[config.mk]
export PLATFORM = sky130hd
export DESIGN_NAME = flash_cmd_seq
export DESIGN_NICKNAME = d
export VERILOG_FILES = /design/src/rtl/flash_cmd_seq.sv
export SDC_FILE = /design/constraint.sdc
export NUM_CORES = 1
export LEC_CHECK = 0
export BUFFER_PORTS_ARGS = -buffer_cell sky130_fd_sc_hd__buf_2
export CAP_MARGIN = 20
export CORE_ASPECT_RATIO = 1.25
export CORE_MARGIN = 4
export CORE_UTILIZATION = 45
export DETAILED_ROUTE_END_ITERATION = 16
export PLACE_DENSITY = 0.63
export SYNTH_ARGS = -nofsm -noshare
export SYNTH_HDL_FRONTEND = slang
export SYNTH_SLANG_ARGS = --single-unit
[constraint.sdc]
create_clock -name clk -period 3.95 [get_ports clk]
set_clock_uncertainty 0.15 [all_clocks]
set_input_delay 0.395 -clock clk [delete_from_list [all_inputs] [get_ports clk]]
set_output_delay 0.395 -clock clk [all_outputs]
set_load 0.02 [all_outputs]
[src/rtl/flash_cmd_seq.sv]
module flash_cmd_seq #(
  parameter int BANK_W = 5,
  parameter int POLL_W = 16
) (
  input  logic              clk,
  input  logic              rst_n,
  input  logic              start,
  input  logic              op_erase,
  input  logic [BANK_W-1:0] bank_i,
  input  logic [15:0]       addr_i,
  input  logic [7:0]        data_i,
  input  logic [POLL_W-1:0] poll_limit,
  output logic [15:0]       bus_addr,
  output logic [7:0]        bus_wdata,
  output logic              bus_wr,
  output logic              bus_rd,
  input  logic              bus_ack,
  input  logic [7:0]        bus_rdata,
  output logic              busy,
  output logic              done,
  output logic              timeout,
  output logic              err
);

  localparam logic [15:0] BANK_REG = 16'hC000;
  localparam logic [15:0] UNLK_A   = 16'h9555;
  localparam logic [15:0] UNLK_B   = 16'hAAAA;

  typedef enum logic [1:0] {S_IDLE, S_BANK, S_DATA, S_POLL} st_t;

  st_t               st;
  logic [2:0]        step;
  logic              is_erase;
  logic [BANK_W-1:0] tbank;
  logic [15:0]       taddr;
  logic [7:0]        tdata;
  logic [POLL_W-1:0] limit;
  logic [POLL_W-1:0] pcount;
  logic              prev_hit;
  logic              done_q, to_q, err_q;

  logic [7:0]  sbank;
  logic [15:0] saddr;
  logic [7:0]  sdata;
  logic [2:0]  last_step;
  logic        hit, req_bad;

  assign last_step = is_erase ? 3'd5 : 3'd3;
  assign hit       = bus_rdata == (is_erase ? 8'hFF : tdata);
  assign req_bad   = (addr_i[15:14] != 2'b10) || (op_erase && addr_i[11:0] != 12'h000);

  always_comb begin
    sbank = 8'h01;
    saddr = UNLK_A;
    sdata = 8'hAA;
    case (step)
      3'd0: ;
      3'd1: begin sbank = 8'h00; saddr = UNLK_B; sdata = 8'h55; end
      3'd2: sdata = is_erase ? 8'h80 : 8'hA0;
      3'd3: if (!is_erase) begin sbank = 8'(tbank); saddr = taddr; sdata = tdata; end
      3'd4: begin sbank = 8'h00; saddr = UNLK_B; sdata = 8'h55; end
      default: begin sbank = 8'(tbank); saddr = taddr; sdata = 8'h30; end
    endcase
  end

  assign bus_wr    = (st == S_BANK) || (st == S_DATA);
  assign bus_rd    = st == S_POLL;
  assign bus_addr  = (st == S_BANK) ? BANK_REG : (st == S_POLL) ? taddr : saddr;
  assign bus_wdata = (st == S_BANK) ? sbank : (st == S_DATA) ? sdata : 8'h00;
  assign busy      = st != S_IDLE;
  assign done      = done_q;
  assign timeout   = to_q;
  assign err       = err_q;

  always_ff @(posedge clk) begin
    if (!rst_n) begin
      st       <= S_IDLE;
      step     <= '0;
      is_erase <= 1'b0;
      tbank    <= '0;
      taddr    <= '0;
      tdata    <= '0;
      limit    <= '0;
      pcount   <= '0;
      prev_hit <= 1'b0;
      done_q   <= 1'b0;
      to_q     <= 1'b0;
      err_q    <= 1'b0;
    end else begin
      done_q <= 1'b0;
      to_q   <= 1'b0;
      err_q  <= 1'b0;
      case (st)
        S_IDLE: if (start) begin
          if (req_bad) err_q <= 1'b1;
          else begin
            is_erase <= op_erase;
            tbank    <= bank_i;
            taddr    <= addr_i;
            tdata    <= data_i;
            limit    <= poll_limit;
            step     <= '0;
            st       <= S_BANK;
          end
        end
        S_BANK: if (bus_ack) st <= S_DATA;
        S_DATA: if (bus_ack) begin
          if (step == last_step) begin
            st       <= S_POLL;
            pcount   <= '0;
            prev_hit <= 1'b0;
          end else begin
            step <= step + 3'd1;
            st   <= S_BANK;
          end
        end
        S_POLL: if (bus_ack) begin
          if (hit && prev_hit) begin
            done_q <= 1'b1;
            st     <= S_IDLE;
          end else if (pcount == limit - 1'b1) begin
            to_q <= 1'b1;
            st   <= S_IDLE;
          end else begin
            pcount   <= pcount + 1'b1;
            prev_hit <= hit;
          end
        end
        default: st <= S_IDLE;
      endcase
    end
  end


  wr_rd_excl_chk: assert property (@(posedge clk) disable iff (!rst_n)
    !(bus_wr && bus_rd));


  strobe_hold_chk: assert property (@(posedge clk) disable iff (!rst_n)
    (bus_wr || bus_rd) && !bus_ack |=>
      $stable(bus_addr) && $stable(bus_wdata) && $stable(bus_wr) && $stable(bus_rd));


  done_pulse_chk: assert property (@(posedge clk) disable iff (!rst_n)
    done |=> !done);


  end_idle_chk: assert property (@(posedge clk) disable iff (!rst_n)
    (done || timeout) |-> !busy);


  timeout_after_read_chk: assert property (@(posedge clk) disable iff (!rst_n)
    timeout |-> $past(bus_rd && bus_ack));


  err_quiet_chk: assert property (@(posedge clk) disable iff (!rst_n)
    err |-> !bus_wr && !bus_rd && !busy);


  busy_hold_chk: assert property (@(posedge clk) disable iff (!rst_n)
    busy && !bus_ack |=> busy);

endmodule

==> results by group, run 1 <==
Outcome
  – Status: complete, no violations

Worst hold path
  – HP Class: input port to flip-flop

Layout
  – Final #Nets: 728
  – Share of layout cells above drive strength 1: 17.5%
  – Area of the multi-input gates: about 0.0028 mm^2
  – Area Growth Syn to Fin: 18.6%
  – N_diodes: 0
  – Layout fillers: 967
  – Register area: 0.00142 mm^2

Floorplanning
  – I/O Pins: 88
  – Full die area: 0.0114 mm^2
  – Initial core utilization: 45.8%
  – Core Area: 0.00961 mm^2
  – Row cnt: 40
  – Die Ht: approximately 120 um
  – Chip Width: 96.5 um

Global routing
  – Gr ovfl total: 0
  – Global-route wire length before repair: 19800 um
  – GRT Resource Usage Total: 21.8%
  – Initial antenna violation count: 0
  – Largest net degree at the start of global routing: 58
  – Vias in the first global route: 4183

Pwr
  – Power Internal: 0.00149 W
  – Worst vdd ir: 0.266 mV
  – NetSw: approximately 0.00067 W
  – Power share of the combinational group: a little under a quarter
  – Clock group share of total power: 41.3%
  – PwrDens: 413 mW/mm^2
  – Static Leak: 2.09 nW
  – Switch share: 31.0%
  – Sequential Power Share: 35.4%

Drt
  – Remaining DRCs: 0
  – 1st-pass router iterations: 5
  – Total number of vias: 4396
  – DR vias/cell: 5.56
  – Remaining antenna violation count: 0
  – Total wire length: between 10000 and 15000 um
  – Detailed Route Iter0 Violations: 178
  – Routed len/inst: 15.3 um

Worst setup path
  – CP Data Arrival Time: 2.90 ns
  – Worst-path maximum fanout: 8
  – Crit path kind: flip-flop to output port
  – CP Data Required Time: 3.40 ns
  – Critical Path End Type: output port
  – Setup crit start kind: flip-flop

CTS
  – Clock Latency Late Sink: 0.34 ns
  – Root buffer cell: clkbuf_16
  – Longest Clk Path Bufs: 2
  – Hold_buf cts: 0
  – # Post-CTS Setup Buffers: 0
  – Num CTS Buffers: 9
  – Clk pin slew, worst setup/hold paths: 0.06 ns
  – Clock tree from TritonCTS: yes
  – H-Tree Depth: 3
  – Post_cts resized: 0
  – Clock sink count: 71

Yosys
  – Distinct cell type count after synthesis: 57
  – Cells after Synth: 586
  – Asr flop ratio synth: 0%
  – Post-Syn Area: 0.00440 mm^2
  – EDFF count, synth: 0
  – Flops & latches, synth: 71
  – Seq/Total Area, Yosys: 32.3%
  – Syn Nets: 655
  – Synth warnings: 0
  – Syn avg cell area: 7.51 um^2
  – Primary FF master, synth: dfxtp_1

STA
  – Fmax: about 0.29 GHz
  – Max-slew violations: 0
  – Worst-Margin Slew: around 0.90 ns
  – Unrepaired setup endpoints after global routing: false
  – WHS: 0.156 ns
  – Slew HR: 39.6%
  – Crit share post-route: 87.1%
  – Final Hold Viols: 0
  – Min Tclk post-route: 3.44 ns
  – Setup total negative slack: 0 ns
  – Final setup viols: 0

Place
  – Placer's final routability congestion estimate: 0.909
  – Detail Placement HPWL: 9030 um
  – Port-buffer cells: 87

Job
  – Maxcap violations: 0
## placed cells by master, fill, tap and decap left out, types with 11 or more instances in the layout
cell and count:
and3_1 13, nand2_1 130, a21boi_0 46, nand4_1 11
buf_2 88, nand3_1 17, nor3_1 11, dfxtp_1 71
ha_1 11, xnor2_1 13, inv_1 19, nor2_1 36
a21oi_1 32, o21ai_0 20
## critical path: stages, from the launching register on
cell	delay [ns]
dfxtp_1	0.44
inv_1	0.11
ha_1	0.25
o21ai_0	0.55
nand2_1	0.17
nor2_1	0.27
or3_1	0.35
a21oi_1	0.12
nor2_1	0.12
buf_2	0.18
## power by group through the flow
stage	sequential [W]	clock [W]	combinational, W
4_1_cts	0.000763	0.000905	0.000502
3_5_place_dp	0.000778	0	0.000499
2_1_floorplan	0.000771	0	0.000343
6_report	0.000763	0.000890	0.000502
5_1_grt	0.000766	0.000945	0.000555
3_3_place_gp	0.000779	0	0.000498
## kinds of logic after synthesis
family                   Yosys count  share of synthesized area (%)
XOR/XNOR                          21                           4.80
AO/OA/AOI/OAI                    154                           24.2
flip-flops                        71                           32.3
AND/OR/NAND/NOR                  273                           29.5
adder cells (fa/ha/maj)           11                           3.13
buffers and inverters             51                           4.95
multiplexers                       5                           1.14
## path summary, 6_finish.rpt
path                                      to  cells past startpoint  slack (ns)     startpoint
worst min-delay path                limit[7]                      3        0.16  poll_limit[7]
worst max-delay path            bus_addr[11]                      9        0.51        step[0]
worst min register to register      prev_hit                      2        0.31       prev_hit
worst max register to register    pcount[15]                     10        0.73       limit[0]
## cell type report
cell class	count	area share [%]
clock buffer	11	4.65
clock inverter	5	1.56
inverter	19	1.37
multi-input combinational	464	52.9
sequential	71	27.2
tap	126	3.02
timing repair buffer	94	9.30
## stage by stage
step	instances	power (W)	utilization, %	cell area, um^2	setup WS, ns
3_3_place_gp	773	0.00128	50.9	4890	0.859
5_1_grt	790	0.00227	54.3	5220	0.345
3_5_place_dp	773	0.00128	50.9	4890	0.775
6_report	790	0.00216	54.3	5220	0.509
4_1_cts	789	0.00217	54.3	5220	0.522
2_1_floorplan	586	0.00111	-	4400	1.04
## sequential cells by signal, summed over array words and instances, names as in the netlist
signal    cells
tbank         5
step          3
limit        16
is_erase      1
done          1
st            2
prev_hit      1
pcount       16
timeout       1
err           1
taddr        16
tdata         8
## Yosys cell counts (all sizes together), types with 9 or more instances
master / number / area, um^2
nor3: 12 / 65.1
inv: 19 / 71.3
a21oi: 32 / 160
nand2b: 9 / 56.3
a21boi: 48 / 360
o21ai: 23 / 115
and3: 13 / 81.3
nor2: 36 / 135
ha: 11 / 138
dfxtp: 71 / 1420
nand2: 130 / 488
clkbuf: 26 / 97.6
nand4: 11 / 68.8
xnor2: 13 / 114
or4: 10 / 78.8
nand3: 17 / 85.1
## layer usage
metal / wire, um / track usage [%] / up-vias / part of all wire [%]
li1: - / - / 2216 / -
met1: 5090 / 26.0 / 2027 / 42
met2: 6100 / 37.2 / 129 / 50
met3: 596 / 4.84 / 24 / 4.9
met4: 315 / 8.16 / 0 / 2.6
met5: 0 / 0 / - / 0
(Power assumes the default switching activity.)
==> inputs of run 2 (changes only) <==
PLACE_DENSITY = unset   (was 0.63)
PLACE_DENSITY_LB_ADDON = 0.25   (was unset)
==> run 2 against run 1 <==
Hold slack lost 0.0039 ns. Critical path type unchanged. Global-route usage shrank 0.23 points. Register-to-register slack gained 0.04 ns. Via count grew 1.1%. Critical path depth is the same. Worst setup slack lost 0.011 ns. Design area shrank 0.60%.
==> results by group, run 2 (synthesis results as in run 1) <==
Drt
  – 1st-pass router iterations: 5
  – Detailed Route Iter0 Violations: 289
  – Total number of vias: 4444
  – Remaining DRCs: 0
  – Routed wl met2: slightly below 6000 um
  – Max Used Layer: met4
  – Total wire length: ~12000 um
  – Remaining antenna violation count: 0
  – Routed met3 length: about 730 um
  – Post-route met1 wirelength: 5150 um
  – DR vias/cell: 5.64
  – Routed len/inst: 15.4 um

STA
  – Max-slew violations: 0
  – WHS: 0.153 ns
  – Min Tclk post-route: 3.45 ns
  – Fmax: ~0.29 GHz
  – Final setup viols: 0
  – Setup total negative slack: 0 ns
  – Worst-Margin Slew: 0.767 ns
  – Post-route setup slack: 0.498 ns
  – Final Hold Viols: 0
  – Slew HR: a little under 50%
  – Crit share post-route: ~87%
  – Unrepaired setup endpoints after global routing: false

Worst setup path
  – Setup crit start kind: flip-flop
  – CP Data Required Time: 3.40 ns
  – Worst path bufs/invs: 2
  – R2r setup slk: 0.77 ns
  – Critical Path End Type: output port
  – Crit path kind: flip-flop to output port
  – Worst-path maximum fanout: 8
  – Delay-heaviest family, CP: simple AND/OR/NAND/NOR gates
  – Worst path max stage delay: 0.52 ns
  – Critical Path Slowest Stage Cell: mux2i_1
  – Most Frequent Cell on Critical Path: nor2_1
  – CP cell instances: inv_1, ha_1, mux2i_1, nand2_1, nor2_1, or3_1, a21oi_1, nor2_1, buf_2
  – CP Data Arrival Time: 2.91 ns

Global routing
  – Vias in the first global route: roughly 4200
  – Initial antenna violation count: 0
  – Largest net degree at the start of global routing: 58
  – Global-route wire length before repair: just under 20000 um
  – GRT Resource Usage Total: 21.5%
  – Gr ovfl total: 0

CTS
  – Longest Clk Path Bufs: 2
  – Post_cts resized: 0
  – Hold_buf cts: 0
  – Root buffer cell: clkbuf_16
  – Clock tree from TritonCTS: yes
  – Clock sink count: 71
  – # Post-CTS Setup Buffers: 0
  – Clock Latency Late Sink: 0.34 ns
  – Clk pin slew, worst setup/hold paths: 0.06 ns
  – H-Tree Depth: 3
  – Num CTS Buffers: 9

Layout
  – Leading cell type in the layout, fill and taps excluded: nand2_1
  – N_diodes: 0
  – Final #Nets: approximately 730
  – Most frequent cells in the layout: nand2_1, buf_2, dfxtp_1, a21boi_0, nor2_1
  – Final Instance Area: 0.00519 mm^2
  – Fin util: approximately 54%
  – Top flop regs: limit (16), pcount (16), taddr (16)
  – Layout fillers: 952
  – Area Growth Syn to Fin: 17.9%
  – Share of layout cells above drive strength 1: 17.4%

Floorplanning
  – Full die area: roughly 0.011 mm^2
  – Die Ht: 119 um
  – Initial core utilization: 45.8%
  – Core Area: 0.00961 mm^2
  – Row cnt: 40
  – Chip Width: 96.5 um
  – I/O Pins: 88

Outcome
  – Status: complete, no violations

Pwr
  – Static Leak: 2.08 nW
  – Worst vdd ir: between 0.2 and 0.3 mV
  – PwrDens: 407 mW/mm^2

Place
  – Pre-CTS setup slack: 0.786 ns
  – Placer's final routability congestion estimate: 0.981
  – Dpl cell area: 0.00488 mm^2
  – Port-buffer cells: 87
  – Detail Placement HPWL: 8940 um

Worst hold path
  – HP Class: input port to flip-flop

Job
  – Maxcap violations: 0
run 2: power by group:
part / switching, W / leakage [nW] / total [W] / internal (W)
Combinational: 0.000325 / 1.36 / 0.000501 / 0.000176
Sequential: 0.0000250 / 0.574 / 0.000764 / 0.000739
Clock: 0.000350 / 0.148 / 0.000848 / 0.000498
run 2: cell type report:
| class | count | area, um^2 | share of cell area (%) |
|---|---|---|---|
| well taps | 126 | 158 | 3.04 |
| clock buffers | 9 | 225 | 4.34 |
| clock inverters | 7 | 80.1 | 1.54 |
| repair buffers | 92 | 473 | 9.11 |
| inverters | 19 | 71.3 | 1.37 |
| flip-flops and latches | 71 | 1420 | 27.4 |
| multi-input cells | 464 | 2760 | 53.2 |
run 2: worst paths after layout:
| kind | from | to | cells after the start |
|---|---|---|---|
| hold reg to reg | prev_hit | prev_hit | 2 |
| setup reg to reg | limit[0] | pcount[15] | 10 |
| setup / recovery | step[0] | bus_addr[1] | 9 |
| hold / removal | poll_limit[12] | limit[12] | 3 |
run 2: worst register-to-register path, cell delays in order, from the launching register on:
cell	delay [ns]
dfxtp_1	0.39
inv_1	0.09
ha_1	0.34
nor4b_1	0.46
nand4_1	0.18
xnor2_1	0.28
a211oi_2	0.06
and4_4	0.22
o22a_4	0.28
or4_1	0.51
a21oi_1	0.14
run 2: layer usage:
layer | GRT usage, % | vias to the layer above
li1 | - | 2219
met1 | 26.3 | 2033
met2 | 35.4 | 156
met3 | 4.90 | 36
met4 | 9.74 | 0
met5 | 0 | -
run 2: per-stage QoR:
stage / power (W) / instances
2_1_floorplan: 0.00111 / 586
3_3_place_gp: 0.00127 / 771
3_5_place_dp: 0.00128 / 771
4_1_cts: 0.00212 / 787
5_1_grt: 0.00221 / 788
6_report: 0.00211 / 788
==> inputs of run 3 (changes only) <==
==> constraint.sdc (replaced) <==
create_clock -name clk -period 3.95 [get_ports clk]
set_clock_uncertainty 0.15 [all_clocks]
set_input_delay 0.79 -clock clk [delete_from_list [all_inputs] [get_ports clk]]
set_output_delay 0.79 -clock clk [all_outputs]
set_load 0.02 [all_outputs]
==> run 3 against run 2 <==
Register-to-register slack got worse by 0.02 ns. Worst setup slack got worse by 0.072 ns. Die area unchanged. Core utilization increased by 0.13 points. Final cell count unchanged. Combinational power about the same. Highest routed layer unchanged.
==> results by group, run 3 (synthesis results as in run 1) <==
Outcome
  – Status: complete, no violations

STA
  – Fmax: around 0.28 GHz
  – Crit share post-route: 89.2%
  – Setup total negative slack: 0 ns
  – Slew HR: 49.9%
  – Final setup viols: 0
  – Min Tclk post-route: 3.52 ns
  – Worst-Margin Slew: ~0.75 ns
  – Final Hold Viols: 0
  – Max-slew violations: 0
  – Unrepaired setup endpoints after global routing: false

Layout
  – Top flop regs: limit (16), pcount (16), taddr (16)
  – Fin util: 54.2%
  – N_diodes: 0
  – Final #Nets: 726
  – Final Instance Area: ~0.0052 mm^2
  – Area Growth Syn to Fin: 18.2%
  – Final Non-Filler Cells: 788
  – Share of layout cells above drive strength 1: 17.4%
  – Leading cell type in the layout, fill and taps excluded: nand2_1
  – Most frequent cells in the layout: nand2_1, buf_2, dfxtp_1, a21boi_0, nor2_1

Worst setup path
  – Crit path kind: flip-flop to output port
  – Worst path bufs/invs: 2
  – Worst path max stage delay: 0.44 ns
  – CP Data Arrival Time: 2.58 ns
  – CP cell instances: inv_1, ha_1, o21ai_1, nand2_1, nor2_1, or3_1, a21oi_1, nor2_1, buf_2
  – Worst-path maximum fanout: 8
  – Most Frequent Cell on Critical Path: nor2_1
  – Worst r2r src: limit[0]
  – CP Data Required Time: 3.01 ns
  – Delay-heaviest family, CP: simple AND/OR/NAND/NOR gates
  – CP startpoint: step[0]
  – Setup crit start kind: flip-flop
  – Critical Path End Type: output port
  – Critical Path Slowest Stage Cell: dfxtp_1

CTS
  – Clk pin slew, worst setup/hold paths: 0.05 ns
  – Num CTS Buffers: 9
  – Longest Clk Path Bufs: 2
  – # Post-CTS Setup Buffers: 0
  – Hold_buf cts: 0
  – Post_cts resized: 0
  – Clock tree from TritonCTS: yes
  – H-Tree Depth: 3
  – Clock sink count: 71
  – Clock Latency Late Sink: 0.34 ns
  – Root buffer cell: clkbuf_16

Pwr
  – Static Leak: between 2 and 2.5 nW
  – Sequential Power Share: 36.3%
  – Switch share: 32.8%
  – Clock group share of total power: 39.9%
  – Worst vdd ir: 0.279 mV
  – Power share of the combinational group: 23.8%
  – PwrDens: 404 mW/mm^2
  – Power Total: 0.00210 W
  – Power Internal: 0.00141 W
  – NetSw: 0.000690 W

Worst hold path
  – HP Class: flip-flop to flip-flop
  – Min-delay src: tbank[4]

Floorplanning
  – Core Area: 0.00961 mm^2
  – Die Ht: 119 um
  – Chip Width: 96.5 um
  – Row cnt: 40
  – Initial core utilization: a little under half
  – Full die area: 0.0114 mm^2
  – I/O Pins: 88

Global routing
  – Vias in the first global route: 4361
  – Initial antenna violation count: 0
  – Largest net degree at the start of global routing: between 50 and 60
  – Global-route wire length before repair: 20100 um
  – GRT Resource Usage Total: ~22%
  – Gr ovfl total: 0

Drt
  – 1st-pass router iterations: 4
  – Total number of vias: 4486
  – Total wire length: 12100 um
  – Routed len/inst: 15.3 um
  – Detailed Route Iter0 Violations: approximately 250
  – Remaining DRCs: 0
  – Remaining antenna violation count: 0
  – DR vias/cell: 5.69

Place
  – Port-buffer cells: 87
  – Placer's final routability congestion estimate: 0.911
  – Dpl cell area: 0.00490 mm^2
  – Detail Placement HPWL: 9050 um
  – DP Cell Count: 772

Job
  – Maxcap violations: 0
==> run 3: cell type report <==
type                       instances  area, um^2
fill                             986        4410
multi-input combinational        464        2760
timing repair buffer              92         485
tap                              126         158
inverter                          19        71.3
sequential                        71        1420
clock inverter                     7        80.1
clock buffer                       9         225
==> run 3: through the flow <==
step | setup WS [ns] | hold slack [ns]
after floorplan | 0.876 | 0.281
after global placement | 0.792 | 0.290
after detailed placement | 0.655 | 0.299
after CTS | 0.281 | 0.315
after global routing | 0.188 | 0.333
final | 0.426 | 0.315
==> run 3: worst paths after layout <==
| kind | end | slack [ns] | cells past startpoint |
|---|---|---|---|
| max | bus_addr[3] | 0.43 | 9 |
| min | tbank[4] | 0.31 | 2 |
| max reg2reg | pcount[15] | 0.75 | 10 |
| min reg2reg | tbank[4] | 0.31 | 2 |
==> run 3: per-layer routing <==
layer | vias to the layer above | global-route usage [%] | wire length, um
met1 | 2101 | 24.9 | 4870
met2 | 142 | 37.7 | 6180
met5 | - | 0 | 0
met4 | 0 | 11.6 | 381
li1 | 2219 | - | -
met3 | 24 | 4.01 | 655
==> run 3: worst min-delay path, stage by stage, from the launching register on <==
cell	delay [ns]
dfxtp_1	0.31
nand2_1	0.05
a21boi_0	0.06
==> run 3: power groups by stage <==
stage / sequential (W) / clock (W) / combinational, W
floorplan: 0.000771 / 0 / 0.000343
global placement: 0.000779 / 0 / 0.000495
detailed placement: 0.000780 / 0 / 0.000499
CTS: 0.000764 / 0.000852 / 0.000502
global route: 0.000768 / 0.000881 / 0.000552
finish: 0.000765 / 0.000839 / 0.000500
